### src/rtl/excsel_pkg.sv
`timescale 1ns/1ps
package excsel_pkg;
  typedef enum logic [1:0] {
    ACT_TAKE   = 2'd0,
    ACT_RESET  = 2'd1,
    ACT_IGNORE = 2'd2,
    ACT_HOLD   = 2'd3
  } act_e;

  typedef enum logic [3:0] {
    SRC_NONE, SRC_POR, SRC_DBG, SRC_MAN, SRC_ESC,
    SRC_BRK, SRC_IADDR, SRC_ILLG, SRC_ILLS, SRC_DADDR,
    SRC_TRAP, SRC_DMA, SRC_INT
  } src_e;

  typedef struct packed {
    logic fire;
    act_e act;
    src_e src;
    logic wrExp;
    logic wrInt;
  } strobe_t;

  localparam int RST_LINES = 3;
  localparam int GEN_LINES = 8;
  localparam int GEN_IDX_W = $clog2(GEN_LINES);
  // bit positions whose rank is behaviour
  localparam int POS_POR = 0;
  localparam int POS_DBG = 1;
  localparam int POS_MAN = 2;
  localparam int POS_BRK_PRE  = 0;
  localparam int POS_BRK_POST = 6;
  localparam int POS_DMA      = 7;

  localparam logic [11:0] CODE_POR   = 12'hA00;
  localparam logic [11:0] CODE_DBG   = 12'h000;
  localparam logic [11:0] CODE_MAN   = 12'h020;
  localparam logic [11:0] CODE_BRK   = 12'h1E0;
  localparam logic [11:0] CODE_ADDR_RD = 12'h0E0;
  localparam logic [11:0] CODE_ADDR_WR = 12'h100;
  localparam logic [11:0] CODE_ILLG  = 12'h180;
  localparam logic [11:0] CODE_ILLS  = 12'h1A0;
  localparam logic [11:0] CODE_TRAP  = 12'h160;
  localparam logic [11:0] CODE_DMA   = 12'h5C0;
endpackage

### src/rtl/excsel_ctrl.sv
`timescale 1ns/1ps
module excsel_ctrl
  import excsel_pkg::*;
(
  input  logic                 clk,
  input  logic                 rstN,
  input  logic [RST_LINES-1:0] rstReq,
  input  logic [GEN_LINES-1:0] genReq,
  input  logic                 blockBit,
  input  logic                 intPending,
  output strobe_t              strobe
);
  logic                 dmaKept;
  logic [GEN_LINES-1:0] genEff;
  logic [GEN_LINES-1:0] genWin;
  logic [GEN_LINES:0]   genSeen;
  logic [GEN_IDX_W-1:0] winIdx;
  logic                 dmaTaken;
  logic                 porHit;

  // retained DMA error joins the live requests at its own rank
  always_comb begin
    genEff = genReq;
    genEff[POS_DMA] = genReq[POS_DMA] | dmaKept;
  end

  // first-set chain: a request wins when nothing lower-indexed is present
  assign genSeen[0] = 1'b0;
  generate
    for (genvar g = 0; g < GEN_LINES; g++) begin : g_rank
      assign genWin[g]    = genEff[g] & ~genSeen[g];
      assign genSeen[g+1] = genSeen[g] | genEff[g];
    end
  endgenerate

  always_comb begin
    winIdx = '0;
    for (int i = 0; i < GEN_LINES; i++) begin
      if (genWin[i]) winIdx = GEN_IDX_W'(i);
    end
  end

  function automatic src_e genSrc(input logic [GEN_IDX_W-1:0] idx);
    case (idx)
      GEN_IDX_W'(1): genSrc = SRC_IADDR;
      GEN_IDX_W'(2): genSrc = SRC_ILLG;
      GEN_IDX_W'(3): genSrc = SRC_ILLS;
      GEN_IDX_W'(4): genSrc = SRC_DADDR;
      GEN_IDX_W'(5): genSrc = SRC_TRAP;
      GEN_IDX_W'(7): genSrc = SRC_DMA;
      default:       genSrc = SRC_BRK;
    endcase
  endfunction

  always_comb begin
    strobe   = '{fire: 1'b0, act: ACT_TAKE, src: SRC_NONE, wrExp: 1'b0, wrInt: 1'b0};
    dmaTaken = 1'b0;
    porHit   = 1'b0;
    if (|rstReq) begin
      strobe.fire  = 1'b1;
      strobe.act   = ACT_RESET;
      strobe.wrExp = 1'b1;
      if (rstReq[POS_POR]) begin
        strobe.src = SRC_POR;
        porHit     = 1'b1;
      end else if (rstReq[POS_DBG]) begin
        strobe.src = SRC_DBG;
      end else begin
        strobe.src = SRC_MAN;
      end
    end else if (|genEff) begin
      strobe.fire = 1'b1;
      strobe.src  = genSrc(winIdx);
      if (winIdx == GEN_IDX_W'(POS_BRK_PRE) || winIdx == GEN_IDX_W'(POS_BRK_POST)) begin
        strobe.act   = blockBit ? ACT_IGNORE : ACT_TAKE;
        strobe.wrExp = ~blockBit;
      end else if (winIdx == GEN_IDX_W'(POS_DMA)) begin
        strobe.act   = blockBit ? ACT_HOLD : ACT_TAKE;
        strobe.wrExp = ~blockBit;
        dmaTaken     = ~blockBit;
      end else if (blockBit) begin
        strobe.act   = ACT_RESET;
        strobe.src   = SRC_ESC;
        strobe.wrExp = 1'b1;
      end else begin
        strobe.wrExp = 1'b1;
      end
    end else if (intPending) begin
      strobe.fire  = 1'b1;
      strobe.src   = SRC_INT;
      strobe.act   = blockBit ? ACT_HOLD : ACT_TAKE;
      strobe.wrInt = ~blockBit;
    end
  end

  always_ff @(posedge clk or negedge rstN) begin
    if (!rstN) begin
      dmaKept <= 1'b0;
    end else if (porHit || dmaTaken) begin
      dmaKept <= 1'b0;
    end else begin
      dmaKept <= genEff[POS_DMA];
    end
  end
endmodule

### src/rtl/excsel_dp.sv
`timescale 1ns/1ps
module excsel_dp
  import excsel_pkg::*;
#(
  parameter int CODE_W  = 12,
  parameter int OFS_W   = 32,
  parameter int GEN_OFS = 'h100,
  parameter int INT_OFS = 'h600
) (
  input  logic              clk,
  input  logic              rstN,
  input  strobe_t           strobe,
  input  logic              dataWrite,
  input  logic [CODE_W-1:0] intCode,
  output logic              evtValid,
  output logic [1:0]        evtAction,
  output logic              takeStrobe,
  output logic [CODE_W-1:0] evtCode,
  output logic [OFS_W-1:0]  vecOffset,
  output logic              expEvtWe,
  output logic [CODE_W-1:0] expEvt,
  output logic [CODE_W-1:0] intEvt
);
  logic [CODE_W-1:0] codeSel;
  logic [OFS_W-1:0]  ofsSel;

  always_comb begin
    case (strobe.src)
      SRC_POR:   codeSel = CODE_W'(CODE_POR);
      SRC_DBG:   codeSel = CODE_W'(CODE_DBG);
      SRC_MAN,
      SRC_ESC:   codeSel = CODE_W'(CODE_MAN);
      SRC_BRK:   codeSel = CODE_W'(CODE_BRK);
      SRC_IADDR: codeSel = CODE_W'(CODE_ADDR_RD);
      SRC_ILLG:  codeSel = CODE_W'(CODE_ILLG);
      SRC_ILLS:  codeSel = CODE_W'(CODE_ILLS);
      SRC_DADDR: codeSel = dataWrite ? CODE_W'(CODE_ADDR_WR) : CODE_W'(CODE_ADDR_RD);
      SRC_TRAP:  codeSel = CODE_W'(CODE_TRAP);
      SRC_DMA:   codeSel = CODE_W'(CODE_DMA);
      SRC_INT:   codeSel = intCode;
      default:   codeSel = '0;
    endcase
    case (strobe.src)
      SRC_NONE, SRC_POR, SRC_DBG, SRC_MAN, SRC_ESC: ofsSel = '0;
      SRC_INT: ofsSel = OFS_W'(INT_OFS);
      default: ofsSel = OFS_W'(GEN_OFS);
    endcase
  end

  always_ff @(posedge clk or negedge rstN) begin
    if (!rstN) begin
      evtValid   <= 1'b0;
      evtAction  <= 2'd0;
      takeStrobe <= 1'b0;
      evtCode    <= '0;
      vecOffset  <= '0;
      expEvtWe   <= 1'b0;
      expEvt     <= CODE_W'(CODE_POR);
      intEvt     <= '0;
    end else begin
      evtValid   <= strobe.fire;
      evtAction  <= strobe.act;
      takeStrobe <= strobe.fire && (strobe.act == ACT_TAKE);
      evtCode    <= codeSel;
      vecOffset  <= ofsSel;
      expEvtWe   <= strobe.fire && strobe.wrExp;
      if (strobe.fire && strobe.wrExp) expEvt <= codeSel;
      if (strobe.fire && strobe.wrInt) intEvt <= intCode;
    end
  end
endmodule

### src/rtl/excsel_top.sv
`timescale 1ns/1ps
module excsel_top
  import excsel_pkg::*;
#(
  parameter int CODE_W  = 12,
  parameter int OFS_W   = 32,
  parameter int GEN_OFS = 'h100,
  parameter int INT_OFS = 'h600
) (
  input  logic              clk,
  input  logic              rstN,
  input  logic [2:0]        rstReq,
  input  logic [7:0]        genReq,
  input  logic              dataWrite,
  input  logic              blockBit,
  input  logic              intPending,
  input  logic [CODE_W-1:0] intCode,
  output logic              evtValid,
  output logic [1:0]        evtAction,
  output logic              takeStrobe,
  output logic [CODE_W-1:0] evtCode,
  output logic [OFS_W-1:0]  vecOffset,
  output logic              expEvtWe,
  output logic [CODE_W-1:0] expEvt,
  output logic [CODE_W-1:0] intEvt
);
  strobe_t strobe;

  excsel_ctrl u_ctrl (
    .clk(clk), .rstN(rstN), .rstReq(rstReq), .genReq(genReq),
    .blockBit(blockBit), .intPending(intPending), .strobe(strobe)
  );

  excsel_dp #(.CODE_W(CODE_W), .OFS_W(OFS_W), .GEN_OFS(GEN_OFS), .INT_OFS(INT_OFS)) u_dp (
    .clk(clk), .rstN(rstN), .strobe(strobe), .dataWrite(dataWrite), .intCode(intCode),
    .evtValid(evtValid), .evtAction(evtAction), .takeStrobe(takeStrobe),
    .evtCode(evtCode), .vecOffset(vecOffset), .expEvtWe(expEvtWe),
    .expEvt(expEvt), .intEvt(intEvt)
  );
endmodule

### config.mk
export PLATFORM = sky130hd
export DESIGN_NAME = excsel_top
export DESIGN_NICKNAME = d
export VERILOG_FILES = /design/src/rtl/excsel_pkg.sv /design/src/rtl/excsel_ctrl.sv /design/src/rtl/excsel_dp.sv /design/src/rtl/excsel_top.sv
export SDC_FILE = /design/constraint.sdc
export NUM_CORES = 1
export LEC_CHECK = 0
export ABC_AREA = 1
export CAP_MARGIN = 0
export CORE_ASPECT_RATIO = 0.7
export CORE_MARGIN = 10
export CORE_UTILIZATION = 39
export CTS_BUF_LIST = sky130_fd_sc_hd__clkbuf_8
export DETAILED_ROUTE_END_ITERATION = 8
export HOLD_SLACK_MARGIN = 0.06
export PLACE_DENSITY = 0.79
export SYNTH_ARGS = -nofsm -noshare
export SYNTH_HDL_FRONTEND = slang
export SYNTH_HIERARCHICAL = 1
export SYNTH_SLANG_ARGS = --single-unit
### constraint.sdc
create_clock -name clk -period 1.9 [get_ports clk]
set_input_delay 0.475 -clock clk [delete_from_list [all_inputs] [get_ports clk]]
set_output_delay 0.475 -clock clk [all_outputs]
set_load 0.02 [all_outputs]
Word level (Yosys, flattened, before mapping)
Cells that the tools add are included.
W data, S select, Z words.

operators by class
  eq/ne operators = 19
  mux-type cells = 36
  bitwise operators = 22
  reduce and logical (&&, ||, !) cells = 12

operators by type and width
  kind                  number
  $pmux W12 S10         1
  $pmux W4 S6           1
  $pmux W11 S2          1
  $eq A4 B4 Y1 const B  5
  $mux W3               6
  $eq A4 B3 Y1 const B  4
  $mux W1               15
  $mux W7               2
  $eq A3 B3 Y1 const B  4
  $mux W4               3
  $mux W9               1
  $eq A4 B2 Y1 const B  2
  $mux W2               4
  $mux W8               1
  $not A1 Y1            8
  $reduce_or A8 Y1      1
  $and A1 B1 Y1         7
  $or A1 B1 Y1          7
  $eq A3 B2 Y1 const B  2
  $mux W5               1
  $reduce_or A5 Y1      1
  $eq A4 B1 Y1 const B  1
  $logic_not A4 Y1      1
  $eq A3 B1 Y1 const B  1
  6 further kinds       9

storage, ports and cells
  register bits after elaboration = 53
  bits of input ports = 28
  output and inout port bits = 73
  word-level logic and storage cells = 98

Depth between registers and ports, before layout
Gate-level depths: netlist (run 1).

  depth in word-level cells = 19
  depth in mapped cells = 17
  mapped depth without buffers = 17

Cells and area by module
Netlist (run 1), hierarchy kept.

by module, submodules not included
  module       instances  cells an instance  area each (µm²)  sequential area each (µm²)
  excsel_dp    1          211                1,931.9          1,078.5
  excsel_ctrl  1          64                 364.1            25.0

Least setup slack after synthesis (run 1)
OpenSTA, ideal clock, no wires.

  path type = input to register
  from = input genReq[1]
  to = register u_dp.expEvt[8]
  setup time = 0.066 ns
  arrival time = 2.052 ns
  slack = -0.218 ns
  stages = 17
  buffers on the path = 0
  cell sequence = nor2_2 -> nand2_1 -> nor2_2 -> nand3_1 -> nand2_1 -> nand3_1 -> nand3_1 -> nand2_1 -> nor2_1 -> nand2_1 -> inv_2 -> nand2_4 -> nor2_2 -> nor2_1 -> nand2_2 -> nand2_1 -> nand2_1

RTL lines
  what                  RTL line          text
  from (decl)           excsel_top.sv:13  input logic [7:0] genReq,
  to (signal assigned)  excsel_dp.sv:58   expEvt <= CODE_W'(CODE_POR);
  to (signal assigned)  excsel_dp.sv:67   if (strobe.fire && strobe.wrExp) expEvt <= codeSel;
  to (decl)             excsel_dp.sv:21   output logic [CODE_W-1:0] expEvt,

==> results of run 1 <==
layout by cell type (no fill, tap or decap), types with 3 or more instances in the layout:
cell,n
nand2_1,63
clkdlybuf4s50_1,59
dfrtp_1,42
buf_4,37
conb_1,29
inv_1,17
nor2_4,15
inv_2,13
nand2_2,11
nand3_1,8
nand2_4,6
nand3_2,6
nor2_2,6
o21ai_0,6
clkbuf_8,5
dlygate4sd2_1,5
o21ai_1,5
buf_6,4
nor3_1,4
a21oi_1,4
o21ai_2,4
nor2_1,4
buf_8,3
nand3_4,3
or2_1,3
mux2_1,3
critical path: stages:
cell and delay (ps):
buf_8 110, nor2_4 170, buf_6 120, nand3_4 70, nor3_4 180, inv_2 50, or2_1 230, nand2_2 120
nor2_4 70, buf_4 140, nor2_4 250, nand3_2 130, nand2_2 100, inv_2 40, nand2_2 60, nand2_1 50
nand2_1 60
logic make-up after synthesis:
logic type | after synthesis | synth area share
AND/OR/NAND/NOR | 139 | 0.288
flip-flops | 44 | 0.481
multiplexers | 3 | 0.0147
other | 1 | 0.00163
AO/OA/AOI/OAI | 23 | 0.0589
buffers and inverters | 65 | 0.156
sequential cells by signal (all words and copies together) (netlist names):
name / cells
u_dp/evtAction: 2
u_dp/expEvt: 12
u_dp/evtValid: 1
u_dp/vecOffset: 2
u_dp/evtCode: 12
u_dp/intEvt: 12
u_dp/expEvtWe: 1
u_dp/takeStrobe: 1
u_ctrl/dmaKept: 1
report_power, final:
part / total, W / internal (W) / switching (W)
clock network: 0.000738 / 0.000396 / 0.000342
logic: 0.000446 / 0.000176 / 0.000269
registers: 0.000979 / 0.000965 / 0.0000135
total: 0.00216 / 0.00154 / 0.000625
per-layer routing:
layer	GRT usage	vias up	wire length (um)	part of all wire
li1	-	1035	-	-
met1	0.185	1052	3180	0.42
met2	0.270	96	3730	0.49
met3	0.0341	23	450	0.059
met4	0.0698	0	221	0.029
met5	0	-	0	0
cell type report:
| type | instances | share of cell area |
|---|---|---|
| clock inverters | 3 | 0.0124 |
| flip-flops and latches | 44 | 0.296 |
| clock buffers | 5 | 0.0184 |
| repair buffers | 113 | 0.288 |
| well taps | 75 | 0.0251 |
| inverters | 31 | 0.0325 |
| multi-input cells | 195 | 0.328 |
synth_stat cells (2+ instances only):
| cell | number |
|---|---|
| nand3_1 | 16 |
| nand3b_1 | 2 |
| or2_1 | 3 |
| o21ai_0 | 10 |
| nor2_2 | 6 |
| buf_4 | 30 |
| inv_1 | 24 |
| mux2_1 | 3 |
| dfrtp_1 | 42 |
| nor2_1 | 15 |
| nor2_4 | 4 |
| nand2_2 | 3 |
| o21bai_1 | 2 |
| nand2_1 | 77 |
| buf_2 | 2 |
| inv_2 | 7 |
| nor3_1 | 6 |
| o21ai_1 | 2 |
| a21oi_1 | 5 |
| o21ai_2 | 4 |
| dfstp_2 | 2 |
| clkbuf_1 | 2 |
what timing repair did:
| item | 4_1_cts | 5_1_grt |
|---|---|---|
| endpoints found under the setup margin | 42 | 38 |
| gates resized for setup | 85 | 22 |
| gates cloned | 1 | 1 |
| pin swaps | 37 | 25 |
| setup buffers | 9 | 5 |
stage by stage:
step / worst slack [ps] / cells / TNS [ps] / hold WS (ps) / util
6_report: -303 / 466 / -3720 / 222 / 0.652
5_1_grt: -397 / 466 / -6670 / 279 / 0.652
4_1_cts: -143 / 460 / -1040 / 253 / 0.630
3_5_place_dp: -889 / 442 / -28980 / 461 / 0.557
3_3_place_gp: -791 / 442 / -25310 / 457 / 0.557
2_1_floorplan: -104 / 303 / -925 / 179 / -
final timing paths:
| check | slack, ps | to | depth (start not counted) |
|---|---|---|---|
| max in group asynchronous | 1290 | u_dp/expEvt[9]$_DFFE_PN1P_ | 2 |
| max reg2reg | -290 | u_dp/expEvt[5]$_DFFE_PN0P_ | 15 |
| max | -300 | u_dp/expEvt[5]$_DFFE_PN0P_ | 17 |
| min in group clk | 480 | u_dp/expEvt[11]$_DFFE_PN1P_ | 2 |
| min | 220 | u_dp/expEvt[1]$_DFFE_PN0P_ | 2 |
| min reg2reg | 480 | u_dp/expEvt[11]$_DFFE_PN1P_ | 2 |
==> summary.txt, run 1 <==
Clocking
  • Clock sink total: 44
  • Clock transition at path regs: ~90 ps
  • Clk_lat worst skew: slightly above 300 ps
  • CTS tree: built
  • CTS root buf: clkbuf_8
  • Hold-fix buffers, CTS: 0
  • CTS Buf Count: 5
  • H-tree Lvls: 2
  • CTS Buffer Depth: 2

Setup path
  • Startpoint Class: primary input
  • Setup Crit Path Kind: primary input to flop
  • CP Capture Type: flop
  • Worst EP arrival: between 2000 and 2500 ps
  • Critical Path Start: genReq[0]
  • Critical Path RT: 2150 ps
  • Reg2Reg Launch Point: u_ctrl/dmaKept$_DFF_PN0_
  • CP Max Fanout: 7

Global route
  • First-pass GRT wire length: approximately 12000 um
  • Largest net degree at the start of global routing: 45
  • Vias in the first global route: 2396
  • Initial antenna violation count: 0
  • Overflow after GRT: 0
  • Gr usage total: 0.157

Final layout
  • Register area: between 1000 and 1500 um2
  • Layout area overhead: 62.6%
  • # diodes: 0
  • Nets: between 400 and 500
  • Final instance area: between 3000 and 4000 um2
  • Fill count: ~400
  • Share of post-route cells with drive strength above 1: 0.338
  • Footprint of the multi-input gates: between 1000 and 1500 um2

Logic synthesis
  • Ys flop type: dfrtp_1
  • Number of synthesized flops with an enable pin: 0
  • Sequential area share after synthesis: 0.481
  • Yosys cell types: 30
  • Leading area contributor after synthesis: dfrtp_1
  • Syn Area/Cell: approximately 8.3 um2
  • Yosys reg bits: 44
  • Mapped cell area: around 2300 um2
  • Async S/R FF share, synth: 1.00
  • Post-Synthesis Cells: 275
  • Yosys top cell area share: 0.458
  • Leading post-synthesis cells by cell area: dfrtp_1 46%, nand2_1 13%, buf_4 9.8%
  • Syn. warnings: 6

Power and ir drop
  • Power consumption: between 0.002 and 0.0025 W
  • Power density over cell area: ~580 nW/um2
  • Pleak: 1.84 nW
  • Max VDD drop: ~300 uV

Job
  • # Max-Cap Violations: 0

Placed design
  • Post-DP HPWL: roughly 5000 um
  • Area after DPL: 3190 um2
  • Placer Congestion: roughly 0.8
  • Port bufs: 71

Route
  • DRC: 0
  • Routed vias: between 2000 and 2500
  • Wirelength per Cell: ~16 um
  • Final WL: ~7600 um
  • DR vias/cell: 4.73
  • Post-route ant nets: 0
  • Initial DRC Count: 213
  • Initial DRT Pass Iterations: 4

Floorplan
  • Die H: ~84 um
  • Core ar.: 5730 um2
  • Starting Density: 0.401
  • Die W: around 110 um
  • Number of I/O pins: between 100 and 150
  • Die Footprint: between 9000 and 10000 um2
  • Std-Cell Rows: 23

Timing
  • Final worst setup slack: -303 ps
  • Final period util: 1.16
  • Final Slew Violations: 0
  • Slew headroom: 0.646
  • RSZ-0062 raised after global routing: true
  • Max Freq: around 450 MHz
  • Final setup fails: 29
  • Clock skew: 8.57 ps
  • Min Tclk post-route: roughly 2200 ps
  • Final Hold Violating Endpoints: 0
  • Slew @ Worst Pin: 531 ps

Hold path
  • Hold Path Class: primary input to asynchronous set/reset pin

Run status
  • Outcome: complete, but fails checks
  • Failing checks: negative setup slack
No activity file was read; power rests on OpenSTA's default activity.
==> inputs of run 2 (changes only) <==
--- a/config.mk
+++ b/config.mk
@@ -9,11 +9,11 @@
 export CAP_MARGIN = 0
 export CORE_ASPECT_RATIO = 0.7
 export CORE_MARGIN = 10
-export CORE_UTILIZATION = 39
+export CORE_UTILIZATION = 35
 export CTS_BUF_LIST = sky130_fd_sc_hd__clkbuf_8
 export DETAILED_ROUTE_END_ITERATION = 8
 export HOLD_SLACK_MARGIN = 0.06
-export PLACE_DENSITY = 0.79
+export PLACE_DENSITY = 0.72
 export SYNTH_ARGS = -nofsm -noshare
 export SYNTH_HDL_FRONTEND = slang
 export SYNTH_HIERARCHICAL = 1
==> summary.txt, run 2 (synthesis gave the netlist of run 1 again) <==
Floorplan
  • Starting Density: 0.364 (was 0.401)
  • Die W: 117 um (was 112 um)
  • Die Footprint: 10300 um2 (was 9410 um2)
  • Std-Cell Rows: 24 (was 23)
  • Die H: 87.8 um (was 84.2 um)
  • Core ar.: 6310 um2 (was 5730 um2)
  • Number of I/O pins: 101 (unchanged)

Timing
  • RSZ-0062 raised after global routing: true (unchanged)
  • Slew @ Worst Pin: 554 ps (was 531 ps)
  • Final worst setup slack: -360 ps (was -303 ps)
  • Final Hold Violating Endpoints: 0 (unchanged)
  • WHS: 254 ps (was 222 ps)
  • Final Slew Violations: 0 (unchanged)
  • Slew headroom: 0.631 (was 0.646)
  • Min Tclk post-route: 2260 ps (was 2200 ps)
  • Clock skew: 5.94 ps (was 8.57 ps)
  • Final period util: 1.19 (was 1.16)
  • Max Freq: 442 MHz (was 454 MHz)
  • Final setup fails: 36 (was 29)

Final layout
  • Nets: 434 (was 418)
  • # diodes: 0 (unchanged)
  • Share of post-route cells with drive strength above 1: 0.423 (was 0.338)
  • Commonest cells after routing, fill and taps aside: 59 x clkdlybuf4s50_1, 52 x nand2_1, 42 x dfrtp_1 (was 63 x nand2_1, 59 x clkdlybuf4s50_1, 42 x dfrtp_1)
  • Most common cell after layout, fill and taps aside: clkdlybuf4s50_1 (was nand2_1)
  • Top flop regs: u_dp/evtCode: 12 flops, u_dp/expEvt: 12 flops, u_dp/intEvt: 12 flops (unchanged)
  • Fin cells: 485 (was 466)
  • Layout area overhead: 76.2% (was 62.6%)

Clocking
  • Clk_lat worst skew: 300 ps (was 310 ps)
  • Clock transition at path regs: 90 ps (about the same)
  • Clock sink total: 44 (unchanged)
  • CTS Buf Count: 5 (unchanged)
  • CTS tree: built (unchanged)
  • Hold-fix buffers, CTS: 0 (unchanged)
  • CTS Buffer Depth: 2 (unchanged)
  • CTS root buf: clkbuf_8 (unchanged)
  • H-tree Lvls: 2 (unchanged)

Setup path
  • Startpoint Class: primary input (unchanged)
  • CP Max Fanout: 7 (unchanged)
  • RR Endpoint: u_dp/expEvt[11]$_DFFE_PN1P_ (was u_dp/expEvt[5]$_DFFE_PN0P_)
  • Reg2Reg Launch Point: u_ctrl/dmaKept$_DFF_PN0_ (unchanged)
  • Setup Crit Path Kind: primary input to flop (unchanged)
  • Worst r2r path cells: 13 (was 15)
  • Worst EP arrival: 2510 ps (was 2450 ps)
  • Critical Path Start: genReq[0] (unchanged)
  • Flop-to-flop setup slack: -330 ps (was -290 ps)
  • Last element of the critical path: u_dp/expEvt[11]$_DFFE_PN1P_ (was u_dp/expEvt[5]$_DFFE_PN0P_)
  • CP Capture Type: flop (unchanged)
  • Critical Path RT: 2150 ps (about the same)

Route
  • Post-route ant nets: 0 (unchanged)
  • Wirelength per Cell: 18.2 um (was 16.3 um)
  • Initial DRT Pass Iterations: 4 (unchanged)
  • Routed vias: 2337 (was 2206)
  • Final WL: 8820 um (was 7580 um)
  • Initial DRC Count: 231 (was 213)
  • DRC: 0 (unchanged)
  • DR vias/cell: 4.82 (was 4.73)

Global route
  • Gr usage total: 0.148 (was 0.157)
  • Vias in the first global route: 2415 (was 2396)
  • Largest net degree at the start of global routing: 45 (unchanged)
  • Overflow after GRT: 0 (unchanged)
  • First-pass GRT wire length: 12000 um (was 12300 um)
  • Initial antenna violation count: 0 (unchanged)

Placed design
  • Placed Cells: 445 (was 442)
  • Setup WS pre-CTS: -859 ps (was -889 ps)
  • Port bufs: 71 (unchanged)
  • Post-DP HPWL: 5090 um (was 5000 um)
  • Placer Congestion: 0.908 (was 0.819)

Run status
  • Outcome: complete, but fails checks (unchanged)
  • Failing checks: negative setup slack (unchanged)

Power and ir drop
  • Pleak: 1.99 nW (was 1.84 nW)
  • Power density over cell area: 539 nW/um2 (was 579 nW/um2)
  • Max VDD drop: 340 uV (was 299 uV)
  • Power consumption: 0.00218 W (was 0.00216 W)

Job
  • # Max-Cap Violations: 0 (unchanged)

Hold path
  • Hold Path Class: primary input to asynchronous set/reset pin (unchanged)
## run 2: worst max-delay path, stage by stage
cell and delay, ps:
buf_6 100, nor2_4 120, buf_6 110, nand3_4 70
nor3_4 250, buf_4 170, nor3_1 50, o21ai_1 130
o21ai_2 160, nor2_4 310, nand2_8 110, buf_12 160
o21ai_4 130, nand2_1 70, nand2_1 70
## run 2: timing repair
| item | in CTS | in global routing |
|---|---|---|
| gates cloned | 0 | 3 |
| setup buffers | 25 | 9 |
| resized for setup | 93 | 68 |
| pin swaps | 32 | 28 |
| endpoints found under the setup margin | 43 | 40 |
## run 2: worst min-delay path by stage
stage,to,slack [ps]
after floorplan,u_ctrl/dmaKept$_DFF_PN0_,180
after global placement,u_dp/expEvt[11]$_DFFE_PN1P_,460
after detailed placement,u_dp/expEvt[11]$_DFFE_PN1P_,460
after CTS,u_dp/intEvt[1]$_DFFE_PN0P_,270
after global routing,u_dp/intEvt[1]$_DFFE_PN0P_,300
final,u_dp/evtAction[1]$_DFF_PN0_,250
## run 2: cell type report
type	instances	area [um2]
repair buffers	130	1280
fillers	473	2260
multi-input cells	194	1330
inverters	31	124
clock buffers	5	68.8
well taps	78	97.6
flip-flops and latches	44	1100
clock inverters	3	46.3
## run 2: per-layer routing
metal / vias up / GRT usage / wire, um
li1: 1057 / - / -
met1: 1113 / 0.172 / 3600
met2: 136 / 0.256 / 4210
met3: 31 / 0.0355 / 662
met4: 0 / 0.0626 / 349
met5: - / 0 / 0
## run 2: metrics by stage
stage               cell area [um2]  setup TNS, ps   util
floorplan                      2440           -925      -
CTS                            3710          -1720  0.589
finish                         4050          -6760  0.642
global route                   4050          -9830  0.642
detailed placement             3190         -28570  0.507
global placement               3190         -25480  0.507
## run 2: report_power, final
group	internal [W]	switching [W]
Sequential	0.000965	0.0000138
Clock	0.000396	0.000338
Combinational	0.000184	0.000285
==> inputs of run 3 (changes only) <==
--- a/config.mk
+++ b/config.mk
@@ -13,7 +13,7 @@
 export CTS_BUF_LIST = sky130_fd_sc_hd__clkbuf_8
 export DETAILED_ROUTE_END_ITERATION = 8
 export HOLD_SLACK_MARGIN = 0.06
-export PLACE_DENSITY = 0.72
+export PLACE_DENSITY = 0.7
 export SYNTH_ARGS = -nofsm -noshare
 export SYNTH_HDL_FRONTEND = slang
 export SYNTH_HIERARCHICAL = 1
==> constraint.sdc (replaced) <==
create_clock -name clk -period 2.1 [get_ports clk]
set_input_delay 0.525 -clock clk [delete_from_list [all_inputs] [get_ports clk]]
set_output_delay 0.525 -clock clk [all_outputs]
set_load 0.02 [all_outputs]
==> summary.txt, run 3 (synthesis gave the netlist of run 1 again) <==
Floorplan
  • Core ar.: 6310 um2 (unchanged)
  • Die Footprint: 10300 um2 (unchanged)
  • Die H: 87.8 um (unchanged)
  • Die W: 117 um (unchanged)
  • Number of I/O pins: 101 (unchanged)
  • Std-Cell Rows: 24 (unchanged)
  • Starting Density: 0.364 (unchanged)

Final layout
  • Register area: 1100 um2 (unchanged)
  • Footprint of the multi-input gates: 1220 um2 (was 1330 um2)
  • Top flop regs: u_dp/evtCode: 12 flops, u_dp/expEvt: 12 flops, u_dp/intEvt: 12 flops (unchanged)
  • Nets: 423 (was 434)
  • Fill count: 542 (was 473)
  • # diodes: 0 (unchanged)
  • Most common cell after layout, fill and taps aside: clkdlybuf4s50_1 (unchanged)
  • Share of post-route cells with drive strength above 1: 0.361 (was 0.423)
  • Layout area overhead: 63.7% (was 76.2%)
  • Fin cells: 474 (was 485)
  • Commonest cells after routing, fill and taps aside: 62 x clkdlybuf4s50_1, 60 x nand2_1, 42 x dfrtp_1 (was 59 x clkdlybuf4s50_1, 52 x nand2_1, 42 x dfrtp_1)
  • Final Util: 0.596 (was 0.642)

Clocking
  • CTS tree: built (unchanged)
  • Clk_lat worst skew: 290 ps (was 300 ps)
  • CTS Buf Count: 5 (unchanged)
  • Hold-fix buffers, CTS: 0 (unchanged)
  • CTS Buffer Depth: 2 (unchanged)
  • CTS root buf: clkbuf_8 (unchanged)
  • Clock transition at path regs: 80 ps (was 90 ps)
  • Clock sink total: 44 (unchanged)
  • H-tree Lvls: 2 (unchanged)

Timing
  • RSZ-0062 raised after global routing: true (unchanged)
  • Final setup fails: 11 (was 36)
  • TNS Setup: -406 ps (was -6760 ps)
  • Final worst setup slack: -53.2 ps (was -360 ps)
  • Final period util: 1.03
  • Final Slew Violations: 0 (unchanged)
  • Clock skew: 3.28 ps (was 5.94 ps)
  • Max Freq: 464 MHz
  • Min Tclk post-route: about 2200 ps
  • Final Hold Violating Endpoints: 0 (unchanged)

Route
  • Initial DRT Pass Iterations: 4 (unchanged)
  • Routed vias: 2159 (was 2337)
  • Post-route ant nets: 0 (unchanged)
  • DRC: 0 (unchanged)
  • Initial DRC Count: 87 (was 231)
  • Wirelength per Cell: 15.6 um (was 18.2 um)
  • Final WL: 7390 um (was 8820 um)
  • DR vias/cell: 4.55 (was 4.82)

Power and ir drop
  • Pleak: 1.86 nW (was 1.99 nW)
  • Power density over cell area: 490 nW/um2 (was 539 nW/um2)
  • Max VDD drop: 274 uV (was 340 uV)
  • Power consumption: 0.00184 W (was 0.00218 W)

Setup path
  • Worst EP arrival: 2390 ps (was 2510 ps)
  • Flop-to-flop setup slack: 30 ps (was -330 ps)
  • Reg2Reg Launch Point: u_ctrl/dmaKept$_DFF_PN0_ (unchanged)
  • Startpoint Class: primary input (unchanged)
  • Critical Path RT: 2330 ps (was 2150 ps)
  • Worst r2r path cells: 15 (was 13)
  • Critical Path Start: genReq[2] (was genReq[0])
  • Last element of the critical path: u_dp/expEvt[7]$_DFFE_PN0P_ (was u_dp/expEvt[11]$_DFFE_PN1P_)
  • Setup Crit Path Kind: primary input to flop (unchanged)
  • CP Max Fanout: 7 (unchanged)
  • RR Endpoint: u_dp/expEvt[7]$_DFFE_PN0P_ (was u_dp/expEvt[11]$_DFFE_PN1P_)
  • CP Capture Type: flop (unchanged)

Run status
  • Outcome: complete, but fails checks (unchanged)
  • Failing checks: negative setup slack (unchanged)

Global route
  • Initial antenna violation count: 0 (unchanged)
  • Largest net degree at the start of global routing: 22 (was 45)
  • First-pass GRT wire length: 11200 um (was 12000 um)
  • Vias in the first global route: 2225 (was 2415)
  • Overflow after GRT: 0 (unchanged)
  • Gr usage total: 0.135 (was 0.148)

Placed design
  • Post-DP HPWL: 5230 um (was 5090 um)
  • Setup WS pre-CTS: -753 ps (was -859 ps)
  • Placed Cells: 454 (was 445)
  • Placer Congestion: 0.862 (was 0.908)
  • Port bufs: 71 (unchanged)

Hold path
  • Hold Path Class: primary input to asynchronous set/reset pin (unchanged)

Job
  • # Max-Cap Violations: 0 (unchanged)
run 3: changes by cell type in the layout (fill, tap and decap cells not counted), sizes merged:
| cell | change |
|---|---|
| clkdlybuf4s15 | -2 |
| clkbuf | +1 |
| buf | -10 |
| dlymetal6s2s | -1 |
| clkdlybuf4s50 | +3 |
| dlygate4sd2 | -1 |
| bufinv | -1 |
run 3: worst min-delay path by stage:
| stage | from | endpoint | slack [ps] | depth (start not counted) |
|---|---|---|---|---|
| floorplan | rstN | u_ctrl/dmaKept$_DFF_PN0_ | 230 | 0 |
| global placement | u_dp/expEvt[11]$_DFFE_PN1P_ | u_dp/expEvt[11]$_DFFE_PN1P_ | 460 | 2 |
| detailed placement | u_dp/expEvt[11]$_DFFE_PN1P_ | u_dp/expEvt[11]$_DFFE_PN1P_ | 460 | 2 |
| CTS | rstN | u_dp/evtAction[1]$_DFF_PN0_ | 190 | 1 |
| global route | rstN | u_dp/evtAction[1]$_DFF_PN0_ | 210 | 1 |
| finish | rstN | u_dp/evtAction[1]$_DFF_PN0_ | 170 | 1 |
run 3: through the flow:
step / area, um2 / hold slack, ps
floorplan: 2410 / 229
global placement: 3250 / 460
detailed placement: 3250 / 465
CTS: 3550 / 192
global route: 3760 / 214
finish: 3760 / 174
run 3: worst max-delay path: stages:
cell and delay, ps:
buf_8 100, nor2_4 130, buf_6 120, nand3_4 80, buf_6 130, nor2_4 120, nor2_4 60, nand3_2 110
nand3_4 110, nand2_4 90, nor2_4 40, buf_6 120, nor2_4 220, nand3_2 130, inv_1 100, nor2_2 40
nand2_2 70, nand2_2 50, nand2_2 60
run 3: power breakdown:
group	leakage (nW)	switching, W	total [W]	internal, W
clock network	0.0486	0.000286	0.000549	0.000263
registers	0.583	0.0000107	0.000884	0.000873
logic	1.23	0.000243	0.000408	0.000165
run 3: routing by layer:
metal	track usage	routed length, um	up-vias
li1	-	-	1047
met5	0	0	-
met4	0.0324	66	0
met3	0.0328	524	4
met2	0.226	3610	78
met1	0.171	3190	1030
run 3: timing repair:
action / 4_1_cts / 5_1_grt
endpoints found under the setup margin: 38 / 38
buffers inserted: 6 / 5
pin swaps: 31 / 27
hold endpoints to repair: 0 / 0
resized for setup: 73 / 38
cloned: 0 / 1
run 3: cell type report:
type / instances / area share
inverters: 31 / 0.0330
flip-flops and latches: 44 / 0.294
well taps: 78 / 0.0260
clock inverters: 2 / 0.00300
clock buffers: 6 / 0.0220
repair buffers: 119 / 0.299
multi-input cells: 194 / 0.324
